==> src/rtl/eiu_pkg.sv <==
package eiu_pkg;

    typedef enum logic [1:0] {
        REG_FLAG   = 2'd0,
        REG_ENABLE = 2'd1,
        REG_EDGE   = 2'd2,
        REG_PRIO   = 2'd3
    } reg_sel_e;

    typedef enum logic [1:0] {
        ST_AWAKE  = 2'd0,
        ST_ASLEEP = 2'd1,
        ST_WAKING = 2'd2
    } sleep_state_e;

endpackage

==> src/rtl/eiu_edge_det.sv <==
module eiu_edge_det #(
    parameter int SYNC_STAGES = 2
) (
    input  logic clk,
    input  logic rst_n,
    input  logic pin,
    input  logic rise_sel,
    output logic edge_hit
);
    localparam int ARM_LEN = SYNC_STAGES + 1;
    localparam int TOP     = SYNC_STAGES - 1;

    logic [SYNC_STAGES-1:0] sync_q;
    logic                   prev_q;
    logic [ARM_LEN-1:0]     arm_q;
    logic                   level;
    logic                   rise_seen;
    logic                   fall_seen;

    // Synchroniser chain, previous-sample flop and an arming shift register
    // that suppresses detection until the chain holds real pin samples.
    always_ff @(posedge clk or negedge rst_n) begin
        if (!rst_n) begin
            sync_q <= '0;
            prev_q <= 1'b0;
            arm_q  <= '0;
        end else begin
            sync_q <= {sync_q[SYNC_STAGES-2:0], pin};
            prev_q <= sync_q[TOP];
            arm_q  <= {arm_q[ARM_LEN-2:0], 1'b1};
        end
    end

    always_comb begin
        level     = sync_q[TOP];
        rise_seen = level & ~prev_q;
        fall_seen = ~level & prev_q;
        edge_hit  = arm_q[ARM_LEN-1] & (rise_sel ? rise_seen : fall_seen);
    end

endmodule

==> src/rtl/eiu_regs.sv <==
module eiu_regs
    import eiu_pkg::*;
#(
    parameter int NUM_PINS = 4,
    parameter int AW       = 2
) (
    input  logic                clk,
    input  logic                rst_n,
    input  logic [NUM_PINS-1:0] edge_hit,
    input  logic                reg_wr,
    input  logic [AW-1:0]       reg_addr,
    input  logic [NUM_PINS-1:0] reg_wdata,
    output logic [NUM_PINS-1:0] reg_rdata,
    output logic [NUM_PINS-1:0] flags,
    output logic [NUM_PINS-1:0] enables,
    output logic [NUM_PINS-1:0] rise_sel,
    output logic [NUM_PINS-1:0] prio
);
    localparam logic [NUM_PINS-1:0] PRIO_MASK = {{(NUM_PINS-1){1'b1}}, 1'b0};

    reg_sel_e            sel;
    logic [NUM_PINS-1:0] clr_mask;
    logic [NUM_PINS-1:0] flag_q, en_q, edge_q, prio_q;

    always_comb begin
        sel      = reg_sel_e'(reg_addr);
        clr_mask = (reg_wr && sel == REG_FLAG) ? reg_wdata : '0;
    end

    // Flag bank: a new edge overrides a coincident clear.
    always_ff @(posedge clk or negedge rst_n) begin
        if (!rst_n) begin
            flag_q <= '0;
        end else begin
            flag_q <= (flag_q & ~clr_mask) | edge_hit;
        end
    end

    always_ff @(posedge clk or negedge rst_n) begin
        if (!rst_n) begin
            en_q   <= '0;
            edge_q <= '1;
            prio_q <= '0;
        end else if (reg_wr) begin
            unique case (sel)
                REG_ENABLE: en_q   <= reg_wdata;
                REG_EDGE:   edge_q <= reg_wdata;
                REG_PRIO:   prio_q <= reg_wdata & PRIO_MASK;
                default:    ;
            endcase
        end
    end

    always_comb begin
        unique case (sel)
            REG_FLAG:   reg_rdata = flag_q;
            REG_ENABLE: reg_rdata = en_q;
            REG_EDGE:   reg_rdata = edge_q;
            REG_PRIO:   reg_rdata = prio_q;
            default:    reg_rdata = '0;
        endcase
    end

    assign flags    = flag_q;
    assign enables  = en_q;
    assign rise_sel = edge_q;
    assign prio     = prio_q;

endmodule

==> src/rtl/eiu_wake_fsm.sv <==
module eiu_wake_fsm
    import eiu_pkg::*;
#(
    parameter int NUM_PINS = 4
) (
    input  logic                clk,
    input  logic                rst_n,
    input  logic                core_sleep,
    input  logic [NUM_PINS-1:0] enables,
    input  logic [NUM_PINS-1:0] flags,
    output logic                wake_req
);
    sleep_state_e        state_q, state_nx;
    logic [NUM_PINS-1:0] snap_q;
    logic                wake_q;
    logic                pending_armed;

    assign pending_armed = |(flags & snap_q);

    always_comb begin
        state_nx = state_q;
        unique case (state_q)
            ST_AWAKE:  if (core_sleep) state_nx = ST_ASLEEP;
            ST_ASLEEP: begin
                if (!core_sleep)        state_nx = ST_AWAKE;
                else if (pending_armed) state_nx = ST_WAKING;
            end
            ST_WAKING: if (!core_sleep) state_nx = ST_AWAKE;
            default:   state_nx = ST_AWAKE;
        endcase
    end

    // State register.
    always_ff @(posedge clk or negedge rst_n) begin
        if (!rst_n) state_q <= ST_AWAKE;
        else        state_q <= state_nx;
    end

    // Outputs: enable capture on sleep entry and the registered wake request.
    always_ff @(posedge clk or negedge rst_n) begin
        if (!rst_n) begin
            snap_q <= '0;
            wake_q <= 1'b0;
        end else begin
            if (state_q == ST_AWAKE && state_nx == ST_ASLEEP) snap_q <= enables;
            wake_q <= (state_nx == ST_WAKING);
        end
    end

    assign wake_req = wake_q;

endmodule

==> src/rtl/eiu_ext_irq.sv <==
module eiu_ext_irq
    import eiu_pkg::*;
#(
    parameter int NUM_PINS    = 4,
    parameter int SYNC_STAGES = 2,
    parameter int AW          = 2
) (
    input  logic                clk,
    input  logic                rst_n,
    input  logic [NUM_PINS-1:0] ext_pin,
    input  logic                core_sleep,
    input  logic                reg_wr,
    input  logic [AW-1:0]       reg_addr,
    input  logic [NUM_PINS-1:0] reg_wdata,
    output logic [NUM_PINS-1:0] reg_rdata,
    output logic                irq_hi,
    output logic                irq_lo,
    output logic                wake_req
);
    logic [NUM_PINS-1:0] edge_hit_w;
    logic [NUM_PINS-1:0] flags_w, en_w, rise_w, prio_w;
    logic [NUM_PINS-1:0] hi_map;
    logic [NUM_PINS-1:0] live;
    logic                irq_hi_q, irq_lo_q;

    for (genvar g = 0; g < NUM_PINS; g++) begin : g_pin
        eiu_edge_det #(.SYNC_STAGES(SYNC_STAGES)) u_det (
            .clk      (clk),
            .rst_n    (rst_n),
            .pin      (ext_pin[g]),
            .rise_sel (rise_w[g]),
            .edge_hit (edge_hit_w[g])
        );
        if (g == 0) begin : g_fixed_hi
            assign hi_map[g] = 1'b1;
        end else begin : g_prog
            assign hi_map[g] = prio_w[g];
        end
    end

    eiu_regs #(.NUM_PINS(NUM_PINS), .AW(AW)) u_regs (
        .clk       (clk),
        .rst_n     (rst_n),
        .edge_hit  (edge_hit_w),
        .reg_wr    (reg_wr),
        .reg_addr  (reg_addr),
        .reg_wdata (reg_wdata),
        .reg_rdata (reg_rdata),
        .flags     (flags_w),
        .enables   (en_w),
        .rise_sel  (rise_w),
        .prio      (prio_w)
    );

    eiu_wake_fsm #(.NUM_PINS(NUM_PINS)) u_wake (
        .clk        (clk),
        .rst_n      (rst_n),
        .core_sleep (core_sleep),
        .enables    (en_w),
        .flags      (flags_w),
        .wake_req   (wake_req)
    );

    assign live = flags_w & en_w;

    always_ff @(posedge clk or negedge rst_n) begin
        if (!rst_n) begin
            irq_hi_q <= 1'b0;
            irq_lo_q <= 1'b0;
        end else begin
            irq_hi_q <= |(live & hi_map);
            irq_lo_q <= |(live & ~hi_map);
        end
    end

    assign irq_hi = irq_hi_q;
    assign irq_lo = irq_lo_q;

endmodule

==> config.mk <==
export PLATFORM = sky130hd
export DESIGN_NAME = eiu_ext_irq
export DESIGN_NICKNAME = d
export VERILOG_FILES = /design/src/rtl/eiu_pkg.sv /design/src/rtl/eiu_edge_det.sv /design/src/rtl/eiu_regs.sv /design/src/rtl/eiu_wake_fsm.sv /design/src/rtl/eiu_ext_irq.sv
export SDC_FILE = /design/constraint.sdc
export NUM_CORES = 1
export LEC_CHECK = 0
export BUFFER_PORTS_ARGS = -buffer_cell sky130_fd_sc_hd__buf_2
export CORE_MARGIN = 2
export CORE_UTILIZATION = 40
export CTS_CLUSTER_SIZE = 24
export DETAILED_ROUTE_END_ITERATION = 10
export MAX_ROUTING_LAYER = met4
export PLACE_DENSITY_LB_ADDON = 0.05
export SLEW_MARGIN = 20
export SYNTH_ARGS = -nofsm -noshare
export SYNTH_HDL_FRONTEND = slang
export SYNTH_HIERARCHICAL = 1
export SYNTH_SLANG_ARGS = --single-unit
==> constraint.sdc <==
create_clock -name clk -period 1.9 [get_ports clk]
set_input_delay 0.38 -clock clk [delete_from_list [all_inputs] [get_ports clk]]
set_output_delay 0.38 -clock clk [all_outputs]
set_load 0.1 [all_outputs]
## Word level (Yosys, flattened, before mapping)

Index checks and enable logic that the tools add are counted.

- Bits of input ports: 14
- Register bits: 48
- Output and inout bits: 7

- Equal/unequal tests: 7
- Bitwise operators: 28
- Reductions and logical operators: 10
- Multiplexer cells: 11

Operator list:

| cell | count |
|---|---|
| $and A4 B4 Y4 | 5 |
| $pmux W4 S4 | 1 |
| $and A1 B1 Y1 | 12 |
| $reduce_or A4 Y1 | 3 |
| $eq A2 B2 Y1 const B | 4 |
| $mux W2 | 4 |
| $not A1 Y1 | 8 |
| $not A4 Y4 | 2 |
| $eq A2 B1 Y1 const B | 3 |
| $pmux W2 S3 | 1 |
| $reduce_and A2 Y1 | 3 |
| $logic_not A2 Y1 | 2 |
| $mux W1 | 4 |
| $mux W4 | 1 |
| $or A4 B4 Y4 | 1 |
| $logic_and A1 B1 Y1 | 2 |

## Logic depth before layout (Yosys ltp)

Gate-level depths: netlist (run 1).

- Depth after elaboration: 7
- Gate-level depth with buffers: 4

## Modules after synthesis

The synthesis (run 1) kept the hierarchy.

Modules (own cells, without submodules):

| module | sequential area each (um^2) | cells an instance | area each (um^2) | instances |
|---|---|---|---|---|
| eiu_regs | 380.4 | 52 | 745.7 | 1 |
| eiu_edge_det | 150.1 | 10 | 177.7 | 4 |
| eiu_wake_fsm | 175.2 | 22 | 315.3 | 1 |
| eiu_ext_irq | 50.0 | 10 | 97.6 | 1 |

## Least setup slack after synthesis (run 1)

Ideal clock, no wire load.

- Path type: input -> output
- From: input reg_addr[1]
- To: output reg_rdata[0]
- Data arrival time: 2.722 ns
- Path slack: -1.202 ns
- Cell stages on the path: 3
- Cell sequence: buf_6 > mux2i_1 > o21ai_0

- Cells in the longest elaborated chain, start to end: 2
- Elaborated cells on any way between the ends: 5
- Those cells by class: eq/ne (3); mux (1); reduce/logical (1)

RTL lines:

| element | RTL line | RTL |
|---|---|---|
| start: declaration | eiu_ext_irq.sv:13 | `input logic [AW-1:0] reg_addr,` |
| $eq A2 B2 Y1, or another cell as far along | eiu_regs.sv:55 | `unique case (sel)` |
| $pmux W4 S4 (*) | eiu_regs.sv:55 |  |
| end: declaration | eiu_ext_irq.sv:15 | `output logic [NUM_PINS-1:0] reg_rdata,` |

Mark *: on every way between the ends. The rest lies on a longest branch, timed or not.

## Final worst setup path (run 1)

- From: register u_regs.prio_q[3], in the netlist u_regs/prio[3]
- To: output reg_rdata[3]

- Cells in the longest elaborated chain, start to end: 1

RTL lines:

| element | RTL line | RTL |
|---|---|---|
| start: declaration | eiu_regs.sv:23 | `logic [NUM_PINS-1:0] flag_q, en_q, edge_q, prio_q;` |
| start signal: assignment | eiu_regs.sv:48 | `REG_PRIO: prio_q <= reg_wdata & PRIO_MASK;` |
| $pmux W4 S4 | eiu_regs.sv:55 |  |

No other way between the ends.

==> results.yml, run 1 <==
outcome:
  status: "complete, no violations"
cells_and_area:
  syn_to_final_growth_pct: 16.83
  nets: 163
  layout-drive-gt1-share: 0.3691
  fin_cells: 201
  diodes: 0
critical_path:
  cp_max_fo: 4
  required_ps: 1520
  end_kind: "primary output"
  start_kind: "flip-flop"
  reg2reg_depth: 3
  r2r_slack_ps: 700
  r2r-end: "u_wake/snap_q[1]"
  r2r-start: "u_wake/state_q[1]"
  worstSetupPathType: "reg2out"
  worst_ep_arrival_time_ps: 1460
detailed_routing:
  vias: 1032
  post_drt_wl_per_cell_um: 15.76
  drc: 0
  drt-total-wl_mm: 3.168
  ant_nets: 0
  avgViaCountPerCell: 5.134
  drtPass1Iterations: 4
  drt-initial-drc-count: 30
synth:
  synth_fp_nets: 136
  syn_area_um2: 1858
  synthCells: 122
  yosysWarnings: 6
  syn_avg_cell_area_um2: 15.23
sta:
  finClkSkew_ps: 6.183
  hold_viol: 0
  min_period_over_period: 0.9673
  max_clock_freq_mhz: 544.1
  tns_ps: 0
  rsz0062_at_grt: "no"
  min_period_ps: 1838
  maxSlewViolCount: 0
  worst_slew_pin_slew_ps: 588.7
  setup-violations-final: 0
  timing.slew.headroom: 0.6075
global_route:
  grt_pass1_wl_mm: 5.230
  grt_overflow_total: 0
  antenna_found_initial: 0
  grt_pass1_vias: 1055
  grt_max_degree: 49
  grtUsageTotal: 0.1401
floorplan:
  core_um2: 4414
  die_h_um: 72.16
  rows: 24
  fp.dieW_um: 72.16
  start_util: 0.4209
  dieArea_um2: 5206
  ioPinCount: 21
clock_tree:
  cts_buffer_depth: 2
  cts_hold_buf: 0
  clockRootBuffer: "clkbuf_8"
  cts_tree: "done"
  clkTransAtPathRegs_ps: 90
  numCtsBuffers: 5
  h-tree-depth: 2
  clkSinkCount: 48
  clk_latency_ps: 290
placement:
  io_buffers: 20
  dp_cells: 194
  dp_hpwl_mm: 2.279
  gp_congestion: 0.7458
flow_run:
  max_cap_viol_count: 0
pwr:
  p_leak_nw: 0.9794
  power-per-cell-area_nw_per_um2: 1372
  ir_worst_vdd_v: 0.0005060
worst_hold_path:
  min_path_type: "in2async"
[placed cells by master (no fill, tap or decap), types with 2 or more instances in the layout]
master      n
conb_1      4
nand4bb_1   4
nor2_1      5
mux2_2      8
inv_1       4
nand4b_1    4
a31oi_1     4
nand3_1     3
nand3b_1    2
mux4_2      3
dfrtp_1    44
dfstp_2     4
buf_4       5
a22oi_1     2
buf_2      16
clkbuf_8    5
bufinv_16   2
nand2_1     8
a22o_1      2
nand3b_4    2
mux2_4      4
mux2_1      3
[sequential cells by signal, indices dropped and copies added (netlist names)]
register	flops
g_pin.u_det/arm_q	12
g_pin.u_det/prev_q	4
g_pin.u_det/sync_q	8
irq_hi	1
irq_lo	1
u_regs/enables	4
u_regs/flags	4
u_regs/prio	3
u_regs/rise_sel	4
u_wake/snap_q	4
u_wake/state_q	2
u_wake/wake_req	1
[power breakdown]
group / switching (mW) / total [mW] / internal (mW)
Sequential: 0.142 / 1.35 / 1.21
Combinational: 0.508 / 0.795 / 0.287
Clock: 0.318 / 0.835 / 0.518
Total: 0.968 / 2.98 / 2.01
[per-stage QoR]
stage | setup WS (ps) | hold slack [ps] | utilization | cell area [um2] | power [mW]
5_1_grt | 10.28 | 166.4 | 0.4918 | 2171 | 3.115
6_report | 62.22 | 166.4 | 0.4918 | 2171 | 2.978
3_5_place_dp | 137.5 | 334.7 | 0.4609 | 2034 | 2.158
3_3_place_gp | 140.1 | 332.2 | 0.4609 | 2034 | 2.132
4_1_cts | 3.249 | 173.4 | 0.4906 | 2166 | 3.005
2_1_floorplan | 77.08 | 84.41 | - | 1862 | 1.972
[routing by layer]
layer | up-vias | wire [um] | track usage
li1 | 484 | - | -
met1 | 523 | 1371 | 0.1708
met2 | 21 | 1615 | 0.2243
met3 | 4 | 143 | 0.04306
met4 | 0 | 38 | 0.04403
met5 | - | 0 | -
[how the worst max path moves through the flow]
stage	slack, ps	depth (start not counted)	from	endpoint
after CTS	3	2	u_regs/flags[2]	reg_rdata[2]
after detailed placement	140	3	reg_addr[0]	reg_rdata[3]
after global routing	10	2	u_regs/flags[3]	reg_rdata[3]
after floorplan	80	3	reg_addr[1]	reg_rdata[0]
after global placement	140	3	reg_addr[0]	reg_rdata[3]
final	60	2	u_regs/prio[3]	reg_rdata[3]
[layout make-up]
type                       instances  area, um2
fill                             389       2243
sequential                        48       1206
multi-input combinational         68      618.1
timing repair buffer              22      137.6
clock buffer                       5      68.82
tap                               52      65.06
clock inverter                     2      60.06
inverter                           4      15.01
[worst max-delay path, stage by stage, from the launching register on]
cell	delay (ps)
dfrtp_1	420
mux4_2	490
buf_4	250
[what timing repair did]
item	4_1_cts	5_1_grt
setup endpoints to repair	1	2
setup buffers	0	0
resized for setup	1	4
Note: power is estimated with default switching activity, not from simulation.
==> run 2, diff against run 1 <==
- CTS_CLUSTER_SIZE: 24 -> not set
- REMOVE_ABC_BUFFERS: not set -> 1
- SYNTH_HIERARCHICAL: 1 -> not set
==> run 2 against run 1 <==
Global-route usage is 1.9 points higher. Die area is 15% lower. Final cell count is 9.5% lower. Critical path depth stayed put. Setup slack better by 2.5 ps. Non-clock buffer count is 1 higher. Synthesized cell count is 14% lower. Hold slack worse by 130 ps. Flip-flop and latch count is 9 lower. Wire length is 12% lower. Utilization is 0.11 points higher. Largest power group unchanged. Highest routed layer unchanged.
==> results.yml, run 2 <==
critical_path:
  r2r-end: "u_wake.snap_q[0]"
  crit_start: "u_regs.flags[2]"
  worstSetupPathType: "reg2out"
  required_ps: 1520
  r2r_slack_ps: 590
  cp_max_fo: 5
  start_kind: "flip-flop"
  path_cells: "mux4_2 -> buf_4"
  reg2reg_depth: 3
  slowest_stage: "mux4_2"
  max_stage_delay_ps: 490
  worst_ep_arrival_time_ps: 1460
  r2r-start: "u_wake.state_q[1]"
  end_kind: "primary output"
sta:
  hold_viol: 0
  tns_ps: 0
  rsz0062_at_grt: "no"
  finClkSkew_ps: 6.418
  min_period_over_period: 0.9660
  setup-violations-final: 0
  hold_slack_ps: 31.54
  max_clock_freq_mhz: 544.9
  maxSlewViolCount: 0
  min_period_ps: 1835
detailed_routing:
  drt-initial-drc-count: 74
  post_drt_wl_per_cell_um: 15.37
  wl_met2_mm: 1.261
  dr_wl_met3_um: 124
  top_layer_used: "met4"
  drc: 0
  avgViaCountPerCell: 5.121
  vias: 932
  drt-total-wl_mm: 2.798
  ant_nets: 0
  drtPass1Iterations: 4
  met1_length_mm: 1.366
synth:
  yosys-top-cells-area: "dfrtp_1, mux2_2, dfstp_2"
  synth_cell_types: 24
  synth_top_area_share: 0.5578
  synth-simple-area-share: 0.1179
  synth-edff-count: 0
  syn_avg_cell_area_um2: 14.95
  synthXorXnorAreaFrac: 0
  synth-adder-area-share: 0
  ys.flop_type: "dfrtp_1"
  synth_mux_area_frac: 0.1570
  synthMostInstantiatedCell: "dfrtp_1"
  syn_area_um2: 1570
  synth_top_family_by_area: "multiplexers"
  synth_compound_area_frac: 0.07968
  synth_common_cells: "dfrtp_1, mux2_2, nand2_1"
  synthCells: 105
  synth_seq_cells: 39
  ys_seq_area_frac: 0.6247
  yosysWarnings: 0
  ys_async_sr_fraction: 1.000
  synth_area_leader_cell: "dfrtp_1"
clock_tree:
  cts_tree: "done"
  cts_hold_buf: 0
  h-tree-depth: 2
  cts_buffer_depth: 2
  clkTransAtPathRegs_ps: 70
  numCtsBuffers: 5
  clkSinkCount: 39
  clk_latency_ps: 280
  clockRootBuffer: "clkbuf_8"
global_route:
  grt_max_degree: 20
  grt_pass1_vias: 958
  grtUsageTotal: 0.1591
  antenna_found_initial: 0
  grt_overflow_total: 0
  grt_pass1_wl_mm: 4.830
floorplan:
  dieArea_um2: 4443
  core_um2: 3716
  rows: 22
  die_h_um: 66.66
  start_util: 0.4226
  ioPinCount: 21
  fp.dieW_um: 66.66
placement:
  gp_congestion: 0.7649
  dp_cells: 174
  io_buffers: 20
flow_run:
  max_cap_viol_count: 0
cells_and_area:
  diodes: 0
  syn_to_final_growth_pct: 16.65
  mostFrequentLayoutCell: "dfrtp_1"
  nets: 147
  fin_cells: 182
  final_util: 0.4929
  largest_register: "g_pin.u_det.sync_q"
  largest_register_ffs: 8
  fill_cells: 340
  layout-drive-gt1-share: 0.4254
  layout_common_cells: "dfrtp_1, buf_2, mux2_2"
outcome:
  status: "complete, no violations"
pwr:
  power-per-cell-area_nw_per_um2: 1330
  ir_worst_vdd_v: 0.0005014
  p_leak_nw: 0.8202
worst_hold_path:
  min_path_type: "in2async"
==> run 2: timing repair <==
item / in CTS / in global routing
gates resized for setup: 1 / 4
buffers inserted: 0 / 0
endpoints found under the setup margin: 1 / 2
==> run 2: metal layers <==
| metal | global-route usage | up-vias |
|---|---|---|
| met5 | - | - |
| met4 | 0.06122 | 0 |
| met3 | 0.05068 | 6 |
| met2 | 0.2213 | 21 |
| met1 | 0.2178 | 458 |
| li1 | - | 447 |
==> run 2: stage by stage <==
stage                     power [mW]  worst slack (ps)  cell area [um2]
after CTS                      2.465             11.16             1827
after floorplan                1.741             -1068             1545
after global routing           2.574             2.769             1832
after global placement         1.916             112.1             1743
after detailed placement       1.934             110.9             1743
final                          2.435             64.68             1832
==> run 2: worst max path at each step <==
stage              endpoint  slack, ps  depth (start not counted)
2_1_floorplan  reg_rdata[0]      -1070                          2
3_3_place_gp   reg_rdata[2]        110                          3
3_5_place_dp   reg_rdata[2]        110                          3
4_1_cts        reg_rdata[1]         10                          2
5_1_grt        reg_rdata[2]          3                          2
6_report       reg_rdata[2]         60                          2
==> run 2: area by class of cell <==
cell class                      count  area, um2  area share
Inverter                            1      3.754    0.002049
Sequential cell                    39      980.9      0.5355
Tap cell                           48      60.06     0.03279
Clock inverter                      1      5.005    0.002732
Multi-Input combinational cell     63      560.5      0.3060
Clock buffer                        7      76.32     0.04167
Timing Repair Buffer               23      145.1     0.07923
==> run 2: cells by family (layout without fill, tap and decap cells) <==
family                 Yosys count  after routing
AOI/OAI and AO/OA               16             16
buffers and inverters            3             32
DFF                             39             39
muxes                           19             19
other                            1              1
and+or+nand+nor                 27             27
==> run 2: critical path, delay by kind of cell, from the launching register on <==
family   cells  cell delay [ps]
mux          1              490
buf+inv      1              250
flops        1              440
==> run 2: power by group <==
group / internal [mW] / switching, mW / total (mW) / leakage, nW
combinational: 0.266 / 0.505 / 0.771 / 0.325
clock: 0.257 / 0.260 / 0.517 / 0.0422
sequential: 1.01 / 0.136 / 1.15 / 0.453
total: 1.54 / 0.900 / 2.44 / 0.820
==> run 3, diff against run 2 <==
- RECOVER_POWER: not set -> 100
==> run 3 against run 2 <==
Global-route usage is the same. Design area fell by 3.8%. Clock skew about the same. Fmax up 0.26%. Flip-flop and latch count is the same.
==> results.yml, run 3 (synthesis gave the netlist of run 2 again) <==
pwr:
  total_power_mw: 2.398
  p_comb_frac: 0.307
  p_leak_nw: 0.7676
  pwr-share-clk: 0.216
  p_int_mw: 1.510
  p_sw_mw: 0.8881
  p_sw_frac: 0.3703
  power-per-cell-area_nw_per_um2: 1361
  seq_power_share: 0.477
  ir_worst_vdd_v: 0.0005017
clock_tree:
  clockRootBuffer: "clkbuf_8"
  numCtsBuffers: 5
  cts_buffer_depth: 2
  clkSinkCount: 39
  h-tree-depth: 2
  cts_tree: "done"
  clk_latency_ps: 280
  clkTransAtPathRegs_ps: 70
detailed_routing:
  drt-total-wl_mm: 2.825
  post_drt_wl_per_cell_um: 15.52
  vias: 931
  drc: 0
  avgViaCountPerCell: 5.115
  drtPass1Iterations: 4
  drt-initial-drc-count: 67
  ant_nets: 0
global_route:
  grt_pass1_wl_mm: 4.830
  grt_pass1_vias: 958
  grtUsageTotal: 0.1591
  antenna_found_initial: 0
  grt_max_degree: 20
  grt_overflow_total: 0
cells_and_area:
  multi_input_area_um2: 518.0
  largest_register_ffs: 8
  mostFrequentLayoutCell: "dfrtp_1"
  design_area_um2: 1762
  register_area_um2: 980.9
  layout-drive-gt1-share: 0.3657
  nets: 147
  final_util: 0.4741
  layout_common_cells: "dfrtp_1, mux2_2, buf_2"
  diodes: 0
  largest_register: "g_pin.u_det.sync_q"
  fill_cells: 352
  syn_to_final_growth_pct: 12.19
placement:
  gp_congestion: 0.7649
  io_buffers: 20
  place_area_um2: 1743
floorplan:
  fp.dieW_um: 66.66
  core_um2: 3716
  start_util: 0.4226
  die_h_um: 66.66
  rows: 22
  ioPinCount: 21
  dieArea_um2: 4443
sta:
  max_clock_freq_mhz: 546.3
  rsz0062_at_grt: "no"
  min_period_ps: 1831
  maxSlewViolCount: 0
  finClkSkew_ps: 6.084
  min_period_over_period: 0.9635
  hold_slack_ps: 195.4
  hold_viol: 0
  timing.slew.headroom: 0.2924
  tns_ps: 0
  worst_slew_pin_slew_ps: 1061
  setup-violations-final: 0
critical_path:
  worstSetupPathType: "reg2out"
  worst_ep_arrival_time_ps: 1450
  cp_max_fo: 5
  required_ps: 1520
  reg2reg_depth: 3
  end_kind: "primary output"
  start_kind: "flip-flop"
worst_hold_path:
  min_path_cells: 1
  min_path_type: "in2reg"
flow_run:
  max_cap_viol_count: 0
outcome:
  status: "complete, no violations"
[run 3: cell count changes in the layout (fill, tap and decap cells not counted), moves of 2 or more]
cell / change
clkbuf_1: +4
buf_2: -3
buf_4: -3
clkbuf_2: +3
nand3b_1: +2
nand3b_4: -2
[run 3: cell type report]
| class | instances | share of cell area |
|---|---|---|
| Clock inverter | 1 | 0.002841 |
| Timing Repair Buffer | 23 | 0.06676 |
| Tap cell | 48 | 0.03409 |
| Inverter | 1 | 0.002131 |
| Clock buffer | 7 | 0.04332 |
| Sequential cell | 39 | 0.5568 |
| Multi-Input combinational cell | 63 | 0.2940 |
[run 3: worst paths after layout]
path / start / endpoint / slack (ps)
max: u_regs.enables[2] / reg_rdata[2] / 70
min: ext_pin[3] / g_pin[3].u_det.sync_q[0] / 200
max reg2reg: u_wake.state_q[1] / u_wake.snap_q[3] / 590
min reg2reg: g_pin[3].u_det.arm_q[1] / g_pin[0].u_det.arm_q[2] / 350
max in group asynchronous: rst_n / u_regs.flags[1] / 510
min in group asynchronous: rst_n / g_pin[3].u_det.prev_q / 260
[run 3: what timing repair did]
| action | CTS | global route |
|---|---|---|
| endpoints found under the setup margin | 1 | 2 |
| hold endpoints to repair | 0 | 0 |
| hold buffers | 0 | 0 |
| setup buffers | 0 | 0 |
| cloned | 0 | 0 |
| resized for setup | 1 | 4 |
[run 3: metal layers]
layer,GRT usage,up-vias,wire length (um),share of wire
met3,0.05068,6,128,0.045
met4,0.06122,0,46,0.016
met1,0.2178,460,1396,0.49
li1,-,444,-,-
met2,0.2213,21,1253,0.44
met5,-,-,0,0
[run 3: stage by stage]
| step | instances | setup WS [ps] |
|---|---|---|
| 2_1_floorplan | 103 | -1068 |
| 3_3_place_gp | 174 | 112.1 |
| 3_5_place_dp | 174 | 110.9 |
| 4_1_cts | 182 | 11.16 |
| 5_1_grt | 182 | 13.49 |
| 6_report | 182 | 69.38 |
[run 3: power groups by stage]
stage	Sequential, mW	Clock (mW)	Combinational (mW)
global placement	1.16	0	0.756
detailed placement	1.17	0	0.769
CTS	1.15	0.541	0.774
global route	1.17	0.583	0.783
finish	1.14	0.518	0.737
floorplan	1.31	0	0.428
[run 3: critical path, cell delays in order, from the launching register on]
cell and delay, ps:
dfrtp_1 430, mux4_2 490, buf_4 250
